$ cat config.mk
export PLATFORM = sky130hd
export DESIGN_NAME = pe_limit_flag
export DESIGN_NICKNAME = d
export VERILOG_FILES = /design/src/rtl/pe_limit_pkg.sv /design/src/rtl/pe_bit_check.sv /design/src/rtl/pe_pulse_ctr.sv /design/src/rtl/pe_limit_flag.sv
export SDC_FILE = /design/constraint.sdc
export NUM_CORES = 1
export LEC_CHECK = 0
export CAP_MARGIN = 30
export CORE_AREA = 4 4 51 53
export DETAILED_ROUTE_END_ITERATION = 7
export DIE_AREA = 0 0 55 57
export GPL_TIMING_DRIVEN = 1
export PLACE_DENSITY = 0.76
export SYNTH_ARGS = -nofsm -noshare
export SYNTH_HDL_FRONTEND = slang
export SYNTH_SLANG_ARGS = --single-unit
$ cat constraint.sdc
create_clock -name clk -period 1.6 [get_ports clk]
set_input_delay 0.24 -clock clk [delete_from_list [all_inputs] [get_ports clk]]
set_output_delay 0.24 -clock clk [all_outputs]
set_load 0.02 [all_outputs]
$ cat src/rtl/pe_limit_pkg.sv
// Shared definitions for the program/erase pulse-limit block.
// Assumes nothing beyond IEEE 1800-2017 packages.
package pe_limit_pkg;

    // Controller states: idle, running pulses, failed at limit.
    typedef enum logic [1:0] {
        ST_IDLE = 2'd0,
        ST_RUN  = 2'd1,
        ST_FAIL = 2'd2
    } pe_state_t;

    // Encodings presented on rd_mode.
    localparam logic [1:0] MODE_ARRAY   = 2'b00;
    localparam logic [1:0] MODE_SUSPEND = 2'b01;
    localparam logic [1:0] MODE_RUNNING = 2'b10;
    localparam logic [1:0] MODE_FAILED  = 2'b11;

endpackage

$ cat src/rtl/pe_bit_check.sv
// Detects a program request that would raise any stored 0 to a 1.
// Purely combinational. Assumes old/new words of equal width.
module pe_bit_check #(
    parameter int DATA_W = 16
) (
    input  logic [DATA_W-1:0] old_word,
    input  logic [DATA_W-1:0] new_word,
    output logic              raises_bit
);

    logic [DATA_W-1:0] per_bit;

    // One detector per bit: the new word wants a 1 where the old word holds a 0.
    for (genvar b = 0; b < DATA_W; b++) begin : g_bit
        assign per_bit[b] = new_word[b] & ~old_word[b];
    end

    // Any raising bit makes the request unprogrammable.
    assign raises_bit = |per_bit;

endmodule

$ cat src/rtl/pe_pulse_ctr.sv
// Saturating pulse counter for the embedded operation.
// Assumes clr and inc are never meant together (clr wins).
module pe_pulse_ctr #(
    parameter int LIMIT = 16,
    parameter int CW    = $clog2(LIMIT + 1)
) (
    input  logic          clk,
    input  logic          rst_n,
    input  logic          clr,
    input  logic          inc,
    output logic [CW-1:0] cnt
);

    localparam logic [CW-1:0] CNT_MAX = CW'(LIMIT);

    // Count accepted pulses, hold at LIMIT, zero on clear or reset.
    always_ff @(posedge clk) begin
        if (!rst_n)                     cnt <= '0;
        else if (clr)                   cnt <= '0;
        else if (inc && cnt != CNT_MAX) cnt <= cnt + 1'b1;
    end

    // the count can never pass the pulse limit.
    p_cnt_bound_r5: assert property (@(posedge clk) disable iff (!rst_n)
        cnt <= CNT_MAX);

    // with no clear and no accepted pulse, the count holds.
    p_cnt_hold_r10: assert property (@(posedge clk) disable iff (!rst_n)
        (!clr && !inc) |=> $stable(cnt));

endmodule

$ cat src/rtl/pe_limit_flag.sv
// Embedded program/erase sequencer with an exceeded-pulse-limit status bit.
// Counts pulse ticks while running. It finishes a legal program after
// PROG_PULSES ticks and an erase after ERASE_PULSES ticks. A program that
// raises a stored 0 runs to PULSE_LIMIT and then fails. Only reset_cmd
// leaves the failed state, and the restored read mode depends on the
// suspend context. Assumes PROG_PULSES and ERASE_PULSES are at least 1 and
// below PULSE_LIMIT, and that inputs are synchronous to clk.
module pe_limit_flag
    import pe_limit_pkg::*;
#(
    parameter int DATA_W       = 16,
    parameter int PULSE_LIMIT  = 16,
    parameter int PROG_PULSES  = 4,
    parameter int ERASE_PULSES = 10
) (
    input  logic              clk,
    input  logic              rst_n,
    input  logic              op_start,
    input  logic              op_is_erase,
    input  logic              from_suspend,
    input  logic [DATA_W-1:0] old_data,
    input  logic [DATA_W-1:0] new_data,
    input  logic              pulse_tick,
    input  logic              reset_cmd,
    output logic              busy,
    output logic              op_done,
    output logic              dq5_fail,
    output logic              halted,
    output logic [1:0]        rd_mode
);

    localparam int CW = $clog2(PULSE_LIMIT + 1);
    localparam logic [CW-1:0] LIMIT_LAST = CW'(PULSE_LIMIT - 1);
    localparam logic [CW-1:0] PROG_LAST  = CW'(PROG_PULSES - 1);
    localparam logic [CW-1:0] ERASE_LAST = CW'(ERASE_PULSES - 1);

    pe_state_t         state_q, state_d;
    logic [CW-1:0]     cnt;
    logic              bad_req, bad_q, erase_q, susp_q, home_susp_q;
    logic              tick_run, reach_need, reach_lim, done_q;

    pe_bit_check #(.DATA_W(DATA_W)) u_check (
        .old_word   (old_data),
        .new_word   (new_data),
        .raises_bit (bad_req)
    );

    pe_pulse_ctr #(.LIMIT(PULSE_LIMIT), .CW(CW)) u_ctr (
        .clk   (clk),
        .rst_n (rst_n),
        .clr   (state_q != ST_RUN),
        .inc   (tick_run),
        .cnt   (cnt)
    );

    // Pulse accepted this cycle and the two terminal conditions it may hit.
    always_comb begin
        tick_run   = (state_q == ST_RUN) && pulse_tick;
        reach_need = tick_run && !bad_q && (cnt == (erase_q ? ERASE_LAST : PROG_LAST));
        reach_lim  = tick_run && (cnt == LIMIT_LAST);
    end

    // Next-state selection; completion takes priority over the limit.
    always_comb begin
        state_d = state_q;
        unique case (state_q)
            ST_IDLE: if (op_start)       state_d = ST_RUN;
            ST_RUN:  if (reach_need)     state_d = ST_IDLE;
                     else if (reach_lim) state_d = ST_FAIL;
            ST_FAIL: if (reset_cmd)      state_d = ST_IDLE;
            default:                     state_d = ST_IDLE;
        endcase
    end

    // State register and the one-cycle completion pulse.
    always_ff @(posedge clk) begin
        if (!rst_n) begin
            state_q <= ST_IDLE;
            done_q  <= 1'b0;
        end else begin
            state_q <= state_d;
            done_q  <= (state_q == ST_RUN) && reach_need;
        end
    end

    // Capture the operation context when a new operation is accepted.
    always_ff @(posedge clk) begin
        if (!rst_n) begin
            bad_q   <= 1'b0;
            erase_q <= 1'b0;
            susp_q  <= 1'b0;
        end else if (state_q == ST_IDLE && op_start) begin
            bad_q   <= !op_is_erase && bad_req;
            erase_q <= op_is_erase;
            susp_q  <= !op_is_erase && from_suspend;
        end
    end

    // Read mode to return to once idle: updated on completion or reset command.
    always_ff @(posedge clk) begin
        if (!rst_n)                                    home_susp_q <= 1'b0;
        else if (state_q == ST_RUN && reach_need)      home_susp_q <= susp_q;
        else if (state_q == ST_FAIL && reset_cmd)      home_susp_q <= susp_q;
    end

    // Status outputs decoded from state.
    always_comb begin
        busy     = (state_q == ST_RUN);
        dq5_fail = (state_q == ST_FAIL);
        halted   = bad_q && (state_q != ST_IDLE);
        op_done  = done_q;
        unique case (state_q)
            ST_RUN:  rd_mode = MODE_RUNNING;
            ST_FAIL: rd_mode = MODE_FAILED;
            default: rd_mode = home_susp_q ? MODE_SUSPEND : MODE_ARRAY;
        endcase
    end

    // an accepted start makes the block busy next cycle.
    p_start_busy_r2: assert property (@(posedge clk) disable iff (!rst_n)
        (!busy && !dq5_fail && op_start) |=> busy);

    // completion lasts one cycle and is never seen while busy.
    p_done_pulse_r3: assert property (@(posedge clk) disable iff (!rst_n)
        op_done |-> (!busy && !dq5_fail) ##1 !op_done);

    // a halted operation never reports success.
    p_halt_no_done_r5: assert property (@(posedge clk) disable iff (!rst_n)
        halted |-> !op_done);

    // the failure flag persists until a reset command.
    p_dq5_hold_r6: assert property (@(posedge clk) disable iff (!rst_n)
        (dq5_fail && !reset_cmd) |=> (dq5_fail && halted));

    // a reset command in the failed state clears it.
    p_dq5_clear_r7: assert property (@(posedge clk) disable iff (!rst_n)
        (dq5_fail && reset_cmd) |=> (!dq5_fail && !busy && !halted));

    // a running operation cannot be aborted by reset_cmd.
    p_run_no_abort_r8: assert property (@(posedge clk) disable iff (!rst_n)
        (busy && !pulse_tick) |=> busy);

endmodule

---- Yosys cells after proc, flatten, opt, wreduce, memory -nomap -nowiden ----
Index checks and enable logic that the tools add are counted.
Widths: inputs -> output; s select.
cells by class
  $lt $le $gt $ge ......................... 0
  multiply operators ...................... 0
  bitwise operators ....................... 33
  reductions and logical operators ........ 19
  equality and inequality tests ........... 9
  shift-type cells ........................ 0
  multiplexer cells ....................... 10
  add/sub/neg operators ................... 1
  divide/modulo/power cells ............... 0
operators by type and width
  operator             number
  $not 1->1            17
  $and 1x1->1          16
  $reduce_or 16->1     1
  $logic_and 1x1->1    11
  $mux 2               4
  $pmux 2 s3           1
  $add 5x1->5 const B  1
  $eq 5x4->1           1
  $eq 5x4->1 const B   1
  $ne 5x5->1 const B   1
  $mux 4               1
  $ne 2x2->1 const B   2
  $pmux 2 s2           1
  $reduce_bool 2->1    2
  $mux 1               3
  $ne 3x1->1 const B   1
  $reduce_and 3->1     1
  $eq 2x1->1 const B   1
  $eq 2x2->1 const B   1
  $logic_not 1->1      2
  $logic_not 2->1      1
  $ne 2x1->1 const B   1
  $reduce_or 2->1      1
word-level totals
  memory bits (writable) .................. 0
  register bits after elaboration ......... 12
  ROM bits ................................ 0
  bits of input ports ..................... 39
  word-level logic and storage cells ...... 79
  output and inout bits ................... 6
  bits in latches ......................... 0
  memories ................................ 0

---- Logic depth before layout (Yosys ltp) ----
  depth after elaboration ................. 6
  depth in mapped cells ................... 7
  mapped depth without buffers ............ 7

---- By module ----
From an unflattened synthesis, not the netlist that was laid out.
second synthesis, totals
  cells, all modules ...................... 98
  area total of the unflattened synthesis .. 882.1 µm²
modules (own cells, without submodules)
  module         cells an instance  times used  area an instance (µm²)  sequential area each (µm²)
  pe_limit_flag  48                 1           429.2                   140.1
  pe_pulse_ctr   29                 1           274.0                   100.1
  pe_bit_check   21                 1           178.9                   0.0

---- Worst setup path after synthesis ----
No wires, ideal clock.
  kind .................................... flip-flop to flip-flop
  from .................................... reg state_q[1]
  to ...................................... reg state_q[0]
  setup time .............................. 0.087 ns
  buffers on the path ..................... 0
  stages on the path, launching flop included .. 8
  clock period less this slack ............ 1.586 ns
  slack ................................... 0.014 ns
  required time ........................... 1.513 ns
  arrival ................................. 1.499 ns
  path through ............................ dfxtp_1 inv_1 ha_1 nor4b_4 o2111ai_2 a31oi_1 nand3_1 o31ai_1
on the way
  cells in the longest elaborated chain, start to end .. 6
  elaborated cells on any way between the ends .. 13
  classes of those cells .................. eq/ne: 5; mux: 2; reduce/logical: 6
ends and longest elaborated chain
  item                                                      line                 source
  start, declared                                           pe_limit_flag.sv:37  pe_state_t state_q, state_d;
  start signal, assigned                                    pe_limit_flag.sv:81  state_q <= state_d;
  $eq 2x1->1 *                                              n/a
  named net busy                                            pe_limit_flag.sv:25  output logic busy,
  $logic_and 1x1->1                                         pe_limit_flag.sv:58  tick_run = (state_q == ST_RUN) && pulse_tick;
  $logic_and 1x1->1 (2 in series)                           pe_limit_flag.sv:59  reach_need = tick_run && !bad_q && (cnt == (erase_q ? ERASE_LAST : PROG_LAST));
  $ne 3x1->1 (no line) or $mux 2 (tied branches)            n/a
  $reduce_and 3->1 (no line) or $pmux 2 s3 (tied branches)  n/a
Mark *: on every way through the listed nets, which the timed path passes. The rest lies on a longest branch.
A chain may end at the register's enable or synchronous reset.

---- Worst setup path after layout ----
  from .................................... reg state_q[0]
  to ...................................... out rd_mode[0]
on the way
  cells in the longest elaborated chain, start to end .. 2
  elaborated cells on any way between the ends .. 3
  classes of those cells .................. eq/ne: 2; mux: 1
ends and longest elaborated chain
  item                                      line                  source
  $eq 2x2->1 or $eq 2x1->1 (tied branches)  pe_limit_flag.sv:112  unique case (state_q)
  $pmux 2 s2 *                              pe_limit_flag.sv:112
  end, declared                             pe_limit_flag.sv:29   output logic [1:0] rd_mode
Mark *: on every way between the ends. The rest lies on a longest branch, timed or not.

==> qor.log <==
[status] run status finished, violations left
[status] violated checks setup timing
[final_layout] post-layout net count 203
[final_layout] Layout area overhead 81.82%
[grt] grt met3 use 4.700%
[detailed_routing] routed vias 880
[logic_synthesis] dominant cell by count in the synthesized netlist inv_1
[final_layout] fillers 189
[sta] fin crit period 1.601 ns
[grt] all-layer global routing usage 15.74%
[grt] met2 Use GR 29.56%
[sta] Final Max Tran Viols 0
[placed_design] number of buffers added on ports 44
[critical_path] largest incremental delay on the critical path 0.34 ns
[logic_synthesis] share of synthesized flip-flops with an asynchronous set or reset 0%
[grt] GR peak layer met2
[critical_path] launching element type of the critical path flop
[sta] transition at the pin with the smallest max-transition slack 0.3114 ns
[final_layout] fraction of final layout cells sized beyond drive strength 1 20.38%
[detailed_routing] TritonRoute pass-1 iters 2
[logic_synthesis] synthesized area per cell 7.785 um^2
[die] num ports 45
[grt] total congestion overflow 0
[sta] final count of hold timing violations 0
[pwr] worst ir drop on vdd 0.0004669 V
[sta] setup TNS -0.0009942 ns
[critical_path] type of the setup path with the least slack flop to output port
[grt] via count of the first global-routing pass 868
[sta] Setup violations, final 1
[logic_synthesis] number of flip-flops and latches in the synthesized netlist 12
[sta] highest achievable clock rate 0.6246 GHz
[logic_synthesis] net count after synthesis 144
[placed_design] dpl hpwl 1899 um
[clock_tree] hold bufs inserted after CTS 0
[die] Chip Width 55 um
[sta] setup skew after layout 0.0006977 ns
[placed_design] weighted congestion reported at the end of routability-driven placement 0.7120
[detailed_routing] number of remaining DRC errors 0
[logic_synthesis] Primary FF master, synth dfxtp_1
[critical_path] cell chain of the critical path inv_2, buf_4, ha_2, mux2_4, buf_6
[logic_synthesis] cell type with the largest total area after synthesis dfxtp_1
[hold_path] worst hold path type flop to flop
[die] row count 17
[clock_tree] number of H-tree levels 1
[sta] max_slew headroom 79.18%
[pwr] Final Power 0.9822 mW
[logic_synthesis] share of the synthesized area in the top cell type 31.17%
[job] max-capacitance violation count 0
[detailed_routing] violation count after the first detailed-route iteration 5
[clock_tree] CTS buffer count 3
[clock_tree] count of clock tree sinks 12
[clock_tree] Clock Tree Buf Depth 2
[detailed_routing] routed wire length 2286 um
[die] die area 3135 um^2
[clock_tree] clock-pin transition on the worst setup and hold timing paths 0.07 ns
[detailed_routing] antenna violation net count after detailed routing 0
[final_layout] antenna fix cells 0
[logic_synthesis] cell types occupying the most area after synthesis dfxtp_1, ha_1, inv_1
[logic_synthesis] Yosys warning total 0
[grt] maximum number of pins on one net before global-route repair 8
[die] starting utilization of the core area 35.88%
[grt] global-route wire length before repair 3601 um
[critical_path] cells on worst reg2reg path 9
[logic_synthesis] gate count after technology mapping 99
[logic_synthesis] combined area of all synthesized cells 770.7 um^2
[sta] setup repair after global routing missed its margin true
[clock_tree] cell at the root of the clock tree clkbuf_4
[pwr] leakage dissipation 0.5881 nW
[detailed_routing] via/cell ratio 4.757
[die] vertical die dimension 57 um
[clock_tree] clock latency on the worst-skew pair 0.27 ns
[pwr] power density over the cells 700.9 nW/um^2
[grt] number of antenna violations at the first check in global routing 0
[critical_path] slowest library cell on the worst path dfxtp_2
[critical_path] worst path required time 1.36 ns
[hold_path] instance count along the most critical hold path 2
[grt] GRT met1 Usage 15.62%
[final_layout] footprint of the flip-flops and latches 242.7 um^2
[logic_synthesis] leading post-synthesis cells by instance count inv_1, dfxtp_1, nor2_1
[logic_synthesis] count of flip-flops with a built-in enable after synthesis 0
[clock_tree] clock tree from TritonCTS done
[critical_path] Worst setup EP type output port
[logic_synthesis] post-synthesis cell type count 27
[detailed_routing] Routed WL per cell 12.36 um
[logic_synthesis] sequential cell area fraction in the yosys report 31.17%
[die] area of the core 2148 um^2
[sta] least setup slack across all paths after layout -0.0009942 ns
[final_layout] area of the multi-input gates 505.5 um^2
[critical_path] endpoint arrival time on the critical path 1.36 ns
[critical_path] critical-path maximum fanout 2
[sta] share of the cycle needed by the critical path after routing 100.1%
[state kept, by name (all words and copies together) (netlist names)]
| name | count |
|---|---|
| state_q | 2 |
| susp_q | 1 |
| u_ctr.cnt | 5 |
| erase_q | 1 |
| home_susp_q | 1 |
| bad_q | 1 |
| op_done | 1 |
[critical path, delay by kind of cell, from the launching register on]
| kind | cells | cell delay [ns] |
|---|---|---|
| adder cells (fa/ha/maj) | 1 | 0.18 |
| multiplexers | 1 | 0.26 |
| buffers and inverters | 3 | 0.31 |
| flip-flops | 1 | 0.34 |
[cells in the final DEF (no fill, tap or decap), types with 3 or more instances in the layout]
| cell | synthesis | layout |
|---|---|---|
| a21oi_1 | 6 | 6 |
| ha_1 | 6 | 3 |
| nand2b_1 | 6 | 6 |
| nand3_1 | 3 | 3 |
| dfxtp_1 | 12 | 10 |
| inv_1 | 18 | 16 |
| clkdlybuf4s50_1 | 0 | 39 |
| nor2_1 | 11 | 11 |
| o22ai_1 | 5 | 5 |
| nand2_1 | 10 | 8 |
| clkbuf_4 | 0 | 3 |
| buf_4 | 0 | 9 |
[layer usage]
metal | vias up | wire length, um
met5 | - | 0
met4 | 0 | 24
met3 | 4 | 105
met2 | 13 | 1353
met1 | 415 | 801
li1 | 448 | -
[worst paths after layout]
kind                            from                        to  slack (ns)
min reg2reg      susp_q$_SDFFE_PN0P_  home_susp_q$_SDFFE_PN0P_        0.46
min              susp_q$_SDFFE_PN0P_  home_susp_q$_SDFFE_PN0P_        0.46
max          state_q[0]$_SDFFE_PN0P_                rd_mode[0]      -0.001
max reg2reg  state_q[0]$_SDFFE_PN0P_   state_q[1]$_SDFFE_PN0P_        0.05
[report_power, final]
group / internal, mW / total [mW] / switching, mW
Clock: 0.138 / 0.235 / 0.0962
Combinational: 0.239 / 0.409 / 0.170
Sequential: 0.319 / 0.339 / 0.0193
[kinds of logic after synthesis]
group	share of synthesized area, %
xor gates and xnor gates	3.410
adders and majority gates	9.740
buffers and inverters	8.766
and+or+nand+nor	27.11
AOI/OAI and AO/OA	18.34
DFF	31.17
muxes	1.461
[layout make-up]
type | count | share of cell area, %
clock buffer | 4 | 2.589
inverter | 18 | 4.821
multi-input combinational | 69 | 36.07
sequential | 12 | 17.32
tap | 28 | 2.500
timing repair buffer | 54 | 36.70
[per-stage QoR]
stage          setup WS (ns)  hold slack, ns  utilization (%)  instance area [um^2]  cells
4_1_cts             -0.09642          0.4687            62.43                  1341    184
3_5_place_dp         -0.1764          0.4521            61.15                  1314    180
3_3_place_gp         -0.1621          0.4489            61.15                  1314    180
6_report          -0.0009942          0.4630            65.23                  1401    185
5_1_grt             -0.05302          0.4991            65.23                  1401    185
2_1_floorplan        0.01405          0.3807                -                 770.7     99
[repair_timing]
action                                  CTS  global route
setup buffers                             0             1
resized for setup                        14            14
cloned                                    0             0
pin swaps                                 0             6
endpoints found under the setup margin    7             7
Note: power is estimated with default switching activity, not from simulation.
